### src/rtl/mdio_frame_pkg.sv
package mdio_frame_pkg;
  localparam int unsigned PRE_BITS  = 32;
  localparam int unsigned ADDR_W    = 5;
  localparam int unsigned DATA_W    = 16;
  localparam int unsigned OP_BASE   = PRE_BITS + 2;
  localparam int unsigned PHY_BASE  = OP_BASE + 2;
  localparam int unsigned REG_BASE  = PHY_BASE + ADDR_W;
  localparam int unsigned TA_BASE   = REG_BASE + ADDR_W;
  localparam int unsigned DATA_BASE = TA_BASE + 2;
  localparam int unsigned IDLE_SLOT = DATA_BASE + DATA_W;
  localparam int unsigned IDX_W     = $clog2(IDLE_SLOT + 1);

  typedef struct packed {
    logic              rd;
    logic [ADDR_W-1:0] phy;
    logic [ADDR_W-1:0] regad;
    logic [DATA_W-1:0] wdata;
  } mgmt_req_t;

  typedef enum logic [2:0] {
    FLD_PRE, FLD_ST, FLD_OP, FLD_PHY, FLD_REG, FLD_TA, FLD_DATA, FLD_IDLE
  } field_e;
endpackage

### src/rtl/mdio_clk_gen.sv
module mdio_clk_gen #(
  parameter int unsigned HALF_DIV = 2
) (
  input  logic clk_i,
  input  logic rst_ni,
  input  logic run_i,
  output logic mdc_o,
  output logic rise_o,
  output logic fall_o
);
  localparam int unsigned CNT_W = (HALF_DIV > 1) ? $clog2(HALF_DIV) : 1;

  logic [CNT_W-1:0] cnt_q;
  logic             mdc_q;
  logic             tick;

  assign tick = run_i && (cnt_q == CNT_W'(HALF_DIV - 1));

  always_ff @(posedge clk_i or negedge rst_ni) begin
    if (!rst_ni) begin
      cnt_q <= '0;
      mdc_q <= 1'b0;
    end else if (!run_i) begin
      cnt_q <= '0;
      mdc_q <= 1'b0;
    end else if (tick) begin
      cnt_q <= '0;
      mdc_q <= ~mdc_q;
    end else begin
      cnt_q <= cnt_q + 1'b1;
    end
  end

  assign mdc_o  = mdc_q;
  assign rise_o = tick & ~mdc_q;
  assign fall_o = tick & mdc_q;
endmodule

### src/rtl/mdio_seq.sv
module mdio_seq
  import mdio_frame_pkg::*;
(
  input  logic             clk_i,
  input  logic             rst_ni,
  input  logic             start_i,
  input  mgmt_req_t        req_i,
  input  logic             fall_i,
  output logic             busy_o,
  output logic             done_o,
  output logic [IDX_W-1:0] idx_o,
  output mgmt_req_t        req_o
);
  logic             busy_q, done_q;
  logic [IDX_W-1:0] idx_q;
  mgmt_req_t        req_q;

  always_ff @(posedge clk_i or negedge rst_ni) begin
    if (!rst_ni) begin
      busy_q <= 1'b0;
      done_q <= 1'b0;
      idx_q  <= '0;
      req_q  <= '0;
    end else begin
      done_q <= 1'b0;
      if (!busy_q && start_i) begin
        busy_q <= 1'b1;
        idx_q  <= '0;
        req_q  <= req_i;
      end else if (busy_q && fall_i) begin
        if (idx_q == IDX_W'(IDLE_SLOT)) begin
          busy_q <= 1'b0;
          done_q <= 1'b1;
        end else begin
          idx_q <= idx_q + 1'b1;
        end
      end
    end
  end

  assign busy_o = busy_q;
  assign done_o = done_q;
  assign idx_o  = idx_q;
  assign req_o  = req_q;
endmodule

### src/rtl/mdio_bit_mux.sv
module mdio_bit_mux
  import mdio_frame_pkg::*;
(
  input  logic             active_i,
  input  logic [IDX_W-1:0] idx_i,
  input  mgmt_req_t        req_i,
  output logic             bit_o,
  output logic             oe_o,
  output logic             rx_slot_o
);
  field_e            fld;
  logic [IDX_W-1:0]  ofs;
  logic [ADDR_W-1:0] phy_sh, reg_sh;
  logic [DATA_W-1:0] dat_sh;
  logic              bit_raw, oe_raw;

  always_comb begin
    if      (idx_i < IDX_W'(PRE_BITS))  begin fld = FLD_PRE;  ofs = idx_i; end
    else if (idx_i < IDX_W'(OP_BASE))   begin fld = FLD_ST;   ofs = idx_i - IDX_W'(PRE_BITS); end
    else if (idx_i < IDX_W'(PHY_BASE))  begin fld = FLD_OP;   ofs = idx_i - IDX_W'(OP_BASE); end
    else if (idx_i < IDX_W'(REG_BASE))  begin fld = FLD_PHY;  ofs = idx_i - IDX_W'(PHY_BASE); end
    else if (idx_i < IDX_W'(TA_BASE))   begin fld = FLD_REG;  ofs = idx_i - IDX_W'(REG_BASE); end
    else if (idx_i < IDX_W'(DATA_BASE)) begin fld = FLD_TA;   ofs = idx_i - IDX_W'(TA_BASE); end
    else if (idx_i < IDX_W'(IDLE_SLOT)) begin fld = FLD_DATA; ofs = idx_i - IDX_W'(DATA_BASE); end
    else                                begin fld = FLD_IDLE; ofs = '0; end
  end

  assign phy_sh = req_i.phy << ofs;
  assign reg_sh = req_i.regad << ofs;
  assign dat_sh = req_i.wdata << ofs;

  always_comb begin
    bit_raw = 1'b0;
    oe_raw  = 1'b1;
    unique case (fld)
      FLD_PRE:  bit_raw = 1'b1;
      FLD_ST:   bit_raw = ofs[0];
      FLD_OP:   bit_raw = req_i.rd ^ ofs[0];
      FLD_PHY:  bit_raw = phy_sh[ADDR_W-1];
      FLD_REG:  bit_raw = reg_sh[ADDR_W-1];
      FLD_TA:   begin oe_raw = ~req_i.rd; bit_raw = ~ofs[0]; end
      FLD_DATA: begin oe_raw = ~req_i.rd; bit_raw = dat_sh[DATA_W-1]; end
      FLD_IDLE: oe_raw = 1'b0;
      default:  oe_raw = 1'b0;
    endcase
  end

  assign oe_o      = active_i & oe_raw;
  assign bit_o     = oe_o & bit_raw;
  assign rx_slot_o = active_i & req_i.rd & (fld == FLD_DATA);
endmodule

### src/rtl/mdio_rx_shift.sv
module mdio_rx_shift #(
  parameter int unsigned WIDTH = 16
) (
  input  logic             clk_i,
  input  logic             rst_ni,
  input  logic             shift_i,
  input  logic             bit_i,
  output logic [WIDTH-1:0] word_o
);
  logic [WIDTH-1:0] word_q;

  always_ff @(posedge clk_i or negedge rst_ni) begin
    if (!rst_ni)      word_q <= '0;
    else if (shift_i) word_q <= {word_q[WIDTH-2:0], bit_i};
  end

  assign word_o = word_q;
endmodule

### src/rtl/mdio_frame_master.sv
module mdio_frame_master
  import mdio_frame_pkg::*;
#(
  parameter int unsigned HALF_DIV = 2
) (
  input  logic        clk_i,
  input  logic        rst_ni,
  input  logic        start_i,
  input  logic        rd_i,
  input  logic [4:0]  phy_addr_i,
  input  logic [4:0]  reg_addr_i,
  input  logic [15:0] wdata_i,
  input  logic        mdio_i,
  output logic        mdc_o,
  output logic        mdio_o,
  output logic        mdio_oe_o,
  output logic        busy_o,
  output logic        done_o,
  output logic [15:0] rdata_o
);
  mgmt_req_t        req_in, req_cur;
  logic             busy, rise, fall, rx_slot;
  logic [IDX_W-1:0] idx;

  assign req_in = '{rd: rd_i, phy: phy_addr_i, regad: reg_addr_i, wdata: wdata_i};

  mdio_clk_gen #(.HALF_DIV(HALF_DIV)) u_clk (
    .clk_i (clk_i), .rst_ni (rst_ni), .run_i (busy),
    .mdc_o (mdc_o), .rise_o (rise), .fall_o (fall)
  );

  mdio_seq u_seq (
    .clk_i (clk_i), .rst_ni (rst_ni), .start_i (start_i), .req_i (req_in),
    .fall_i (fall), .busy_o (busy), .done_o (done_o), .idx_o (idx), .req_o (req_cur)
  );

  mdio_bit_mux u_mux (
    .active_i (busy), .idx_i (idx), .req_i (req_cur),
    .bit_o (mdio_o), .oe_o (mdio_oe_o), .rx_slot_o (rx_slot)
  );

  mdio_rx_shift #(.WIDTH(DATA_W)) u_rx (
    .clk_i (clk_i), .rst_ni (rst_ni), .shift_i (rise & rx_slot),
    .bit_i (mdio_i), .word_o (rdata_o)
  );

  assign busy_o = busy;
endmodule

### config.mk
export PLATFORM = sky130hd
export DESIGN_NAME = mdio_frame_master
export DESIGN_NICKNAME = d
export VERILOG_FILES = /design/src/rtl/mdio_frame_pkg.sv /design/src/rtl/mdio_clk_gen.sv /design/src/rtl/mdio_seq.sv /design/src/rtl/mdio_bit_mux.sv /design/src/rtl/mdio_rx_shift.sv /design/src/rtl/mdio_frame_master.sv
export SDC_FILE = /design/constraint.sdc
export NUM_CORES = 1
export LEC_CHECK = 0
export BUFFER_PORTS_ARGS = -buffer_cell sky130_fd_sc_hd__buf_2
export CORE_UTILIZATION = 52
export DETAILED_ROUTE_END_ITERATION = 10
export GPL_ROUTABILITY_DRIVEN = 0
export PLACE_DENSITY = 0.77
export SLEW_MARGIN = 20
export SYNTH_ARGS = -nofsm -noshare
export SYNTH_HDL_FRONTEND = slang
export SYNTH_HIERARCHICAL = 1
export SYNTH_SLANG_ARGS = --single-unit
### constraint.sdc
create_clock -name clk_i -period 2.81 [get_ports clk_i]
set_input_delay 0.281 -clock clk_i [delete_from_list [all_inputs] [get_ports clk_i]]
set_output_delay 0.281 -clock clk_i [all_outputs]
set_load 0.05 [all_outputs]
==> summary.md <==
| Metric | Value |
|---|---|
| Total global routing overflow | 0 |
| Floorplan die height | 83.3 um |
| Core Rows | 29 |
| Most used cell along the critical path | sky130_fd_sc_hd__buf_4 |
| Destination of the worst register-to-register timing path | u_rx/word_o[13] |
| Final Worst Setup Slack | -0.576 ns |
| M1 GR Usage | 37.8% |
| Wire length of the first global-routing pass | 15.2 mm |
| Slowest stage cell, crit path | sky130_fd_sc_hd__dfrtp_2 |
| # DRC | 0 |
| Top fanout value on the critical path | 4 |
| Highest achievable clock rate | 0.295 GHz |
| Worst hold-check slack | 0.0707 ns |
| Post-CTS Hold Fix Bufs | 0 |
| Area of the die | 0.00694 mm2 |
| DR WL/cell | 15.9 um |
| Starting Density | 54.2% |
| Maximum number of pins on one net before global-route repair | 41 |
| Largest cells by area after synthesis | sky130_fd_sc_hd__dfrtp_1 (39%), sky130_fd_sc_hd__nand2_1 (10%), sky130_fd_sc_hd__ha_1 (5.1%) |
| Commonest non-fill, non-tap cell in the layout | sky130_fd_sc_hd__nand2_1 |
| Signed area change from the synthesized netlist to the final layout | 30.7% |
| Max Transition Viols Final | 0 |
| Total of flip-flops plus latches after synthesis | 54 |
| Num Clock Sinks | 54 |
| First-iteration detailed-routing DRC count | 162 |
| Max_cap viols | 0 |
| Via count of the first global-routing pass | 3188 |
| Startpoint of the lowest-slack register-to-register path | u_seq/idx_o[5] |
| Slew Limit Headroom | 42.3% |
| Initial antenna violation count | 0 |
| Fill count | 487 |
| Async set-reset flop share out of synthesis | 100% |
| Number of buffers created by CTS | 5 |
| Number of standard cells after synthesis | 375 |
| DR vias/cell | 5.80 |
| Final setup violation count | 1 |
| Final instance area | 0.00449 mm2 |
| Worst Reg-to-Reg Cells | 8 |
| Failing checks | negative setup slack |
| Fraction of final layout cells with drive strength greater than 1 | 37.9% |
| Accumulated negative setup slack | -0.576 ns |
| CTS max path bufs | 2 |
| Type of the worst setup path | reg -> out |
| Hold/Removal Path Class | in -> async |
| Post-DP Area | 0.00428 mm2 |
| Met3 routing resource usage after global routing | 3.18% |
| Total of buffers placed on input and output ports | 51 |
| Die span in x | 83.3 um |
| Final clock skew | 0.00926 ns |
| Post-detailed-route count of antenna-violating nets | 0 |
| Sum of net half-perimeters after detailed placement | 6.66 mm |
| Aggregate global-route resource usage | 27.0% |
| Net total in the final layout | 530 |
| Mean instance size in the synthesized netlist | 9.17 um2 |
| TritonCTS clock tree | done |
| Number of enable flip-flop cells after synthesis | 0 |
| Post-synth design cell area | 0.00344 mm2 |
| CP arrival | 3.11 ns |
| Part of the Yosys area used for sequential elements | 39.3% |
| Most frequent cells in the layout | sky130_fd_sc_hd__nand2_1 (93), sky130_fd_sc_hd__buf_4 (68), sky130_fd_sc_hd__dfrtp_1 (51) |
| Final worst-path cycle share | 121% |
| CORE AREA | 0.00635 mm2 |
| Antenna cell count | 0 |
| Clock slew at reported path FFs | 0.10 ns |
| Detailed-routing iteration count for the pre-antenna-repair pass | 7 |
| Number of H-tree levels | 2 |
| Count of endpoints failing hold in the final timing report | 0 |
| Number of distinct standard cells referenced by the synthesized netlist | 68 |
| Kind of start point of the critical path | register |
| DP Worst Slack | -0.418 ns |
| Maximum cell stage delay along the critical path | 0.45 ns |
| Peak supply drop | 0.000674 V |
| Required time at the worst-slack endpoint | 2.53 ns |
| Measured slew at the worst slew-check pin | 0.866 ns |
| Clock network latency to the later pin of the worst-skew pair | 0.30 ns |
| Reg-to-reg setup timing slack | 0.28 ns |
| Outcome | complete, but fails checks |
| Reported leakage power | 2.22 nW |
| Top flip-flop cell by instance count after synthesis | sky130_fd_sc_hd__dfrtp_1 |
| Endpoint kind of the worst setup timing path | output port |
| Clk Tree Root Cell | sky130_fd_sc_hd__clkbuf_8 |
| Count of vias placed by the detailed router | 3263 |
| Grt met2 use | 43.1% |
| Total Power | 4.70 mW |
| Post-synthesis net count | 420 |
| Top-level I/O count | 52 |
| Ordered list of cells on the worst path | inv_4, ha_4, buf_4, a21boi_2, mux2i_1, o2111ai_2, a2bb2oi_2, o2111ai_1, a31oi_1, a311oi_1, buf_4, nor4b_4, buf_6 |
| Unrepaired setup endpoints after global routing | yes |
| Shortest clock period the worst path allows after layout | 3.39 ns |
| Pwr Density | 1050 mW/mm2 |
| Fraction of synthesized cell area taken by the top area cell type | 39.3% |
| Gr busiest metal | met2 |
| Largest area contributor in the synthesized netlist | sky130_fd_sc_hd__dfrtp_1 |
| Synthesis Warnings | 6 |
| WL final | 8.97 mm |
## worst max path at each step
| stage | end | cells after the start | from | slack (ns) |
|---|---|---|---|---|
| global placement | mdio_o | 12 | u_seq/idx_o[1] | -0.31 |
| CTS | mdio_o | 14 | u_seq/idx_o[1] | -0.51 |
| floorplan | mdio_o | 11 | u_seq/idx_o[2] | -0.30 |
| global route | mdio_o | 13 | u_seq/idx_o[1] | -0.77 |
| detailed placement | mdio_o | 12 | u_seq/idx_o[1] | -0.42 |
| finish | mdio_o | 13 | u_seq/idx_o[1] | -0.58 |
## layout make-up
cell class | count | area [um2] | share of cell area (%)
clock inverters | 3 | 48.8 | 1.09
repair buffers | 120 | 783 | 17.4
well taps | 77 | 96.3 | 2.14
inverters | 14 | 60.1 | 1.34
multi-input cells | 290 | 2080 | 46.3
flip-flops and latches | 54 | 1360 | 30.2
clock buffers | 5 | 68.8 | 1.53
## per-stage QoR
stage          utilization (%)  instances
3_3_place_gp              67.4        553
2_1_floorplan                -        375
4_1_cts                   70.8        563
6_report                  70.8        563
3_5_place_dp              67.4        553
5_1_grt                   70.8        563
## logic make-up (layout without fill, tap and decap cells)
group                      count (synthesis)  in the layout  share of synthesized area (%)
muxes                                     31             31                           10.8
and+or+nand+nor                          156            156                           21.6
buffers and inverters                     31            142                           4.77
xor gates and xnor gates                   2              2                          0.509
adders and majority gates                 14             14                           5.09
DFF                                       54             54                           39.3
AOI/OAI and AO/OA                         87             87                           18.0
## report_power, final
group	total (mW)	internal, mW	switching (mW)
Sequential	1.24	1.04	0.206
Combinational	2.92	1.37	1.55
Clock	0.534	0.272	0.263
## critical path, delay by kind of cell, from the launching register on
kind	cells	cell delay [ns]
fa+ha+maj	1	0.16
compound gates	6	1.19
mux	1	0.19
buf+inv	4	0.58
simple gates	1	0.23
flops	1	0.45
## timing repair
action,CTS,global route
resized for setup,17,0
setup endpoints to repair,1,1
pin swaps,1,0
hold endpoints to repair,0,0
buffers inserted,2,0
## sequential cells by signal, summed over array words and instances, names as in the netlist
register      cells
u_seq/busy_o      1
u_seq/idx_o       7
u_seq/done_o      1
u_clk/cnt_q       1
u_seq/req_o      27
u_rx/word_o      16
u_clk/mdc_o       1
## cell usage after synthesis, types with 4 or more instances
master	n
sky130_fd_sc_hd__a21oi_1	14
sky130_fd_sc_hd__a311oi_1	4
sky130_fd_sc_hd__a31oi_1	6
sky130_fd_sc_hd__buf_2	4
sky130_fd_sc_hd__clkbuf_1	8
sky130_fd_sc_hd__dfrtp_1	54
sky130_fd_sc_hd__ha_1	14
sky130_fd_sc_hd__inv_1	14
sky130_fd_sc_hd__mux2_2	9
sky130_fd_sc_hd__mux2_4	10
sky130_fd_sc_hd__mux2i_1	12
sky130_fd_sc_hd__nand2_1	93
sky130_fd_sc_hd__nand3_1	18
sky130_fd_sc_hd__nand4_1	7
sky130_fd_sc_hd__nor2_1	6
sky130_fd_sc_hd__nor2b_1	4
sky130_fd_sc_hd__o2111ai_1	5
sky130_fd_sc_hd__o211ai_1	5
sky130_fd_sc_hd__o21a_1	4
sky130_fd_sc_hd__o21ai_0	16
sky130_fd_sc_hd__or3_1	4
## routing by layer
layer	vias to the layer above	wire length [um]
met5	-	0
met2	134	4300
met4	0	270
li1	1574	-
met3	24	481
met1	1531	3920
Note: power is estimated with default switching activity, not from simulation.
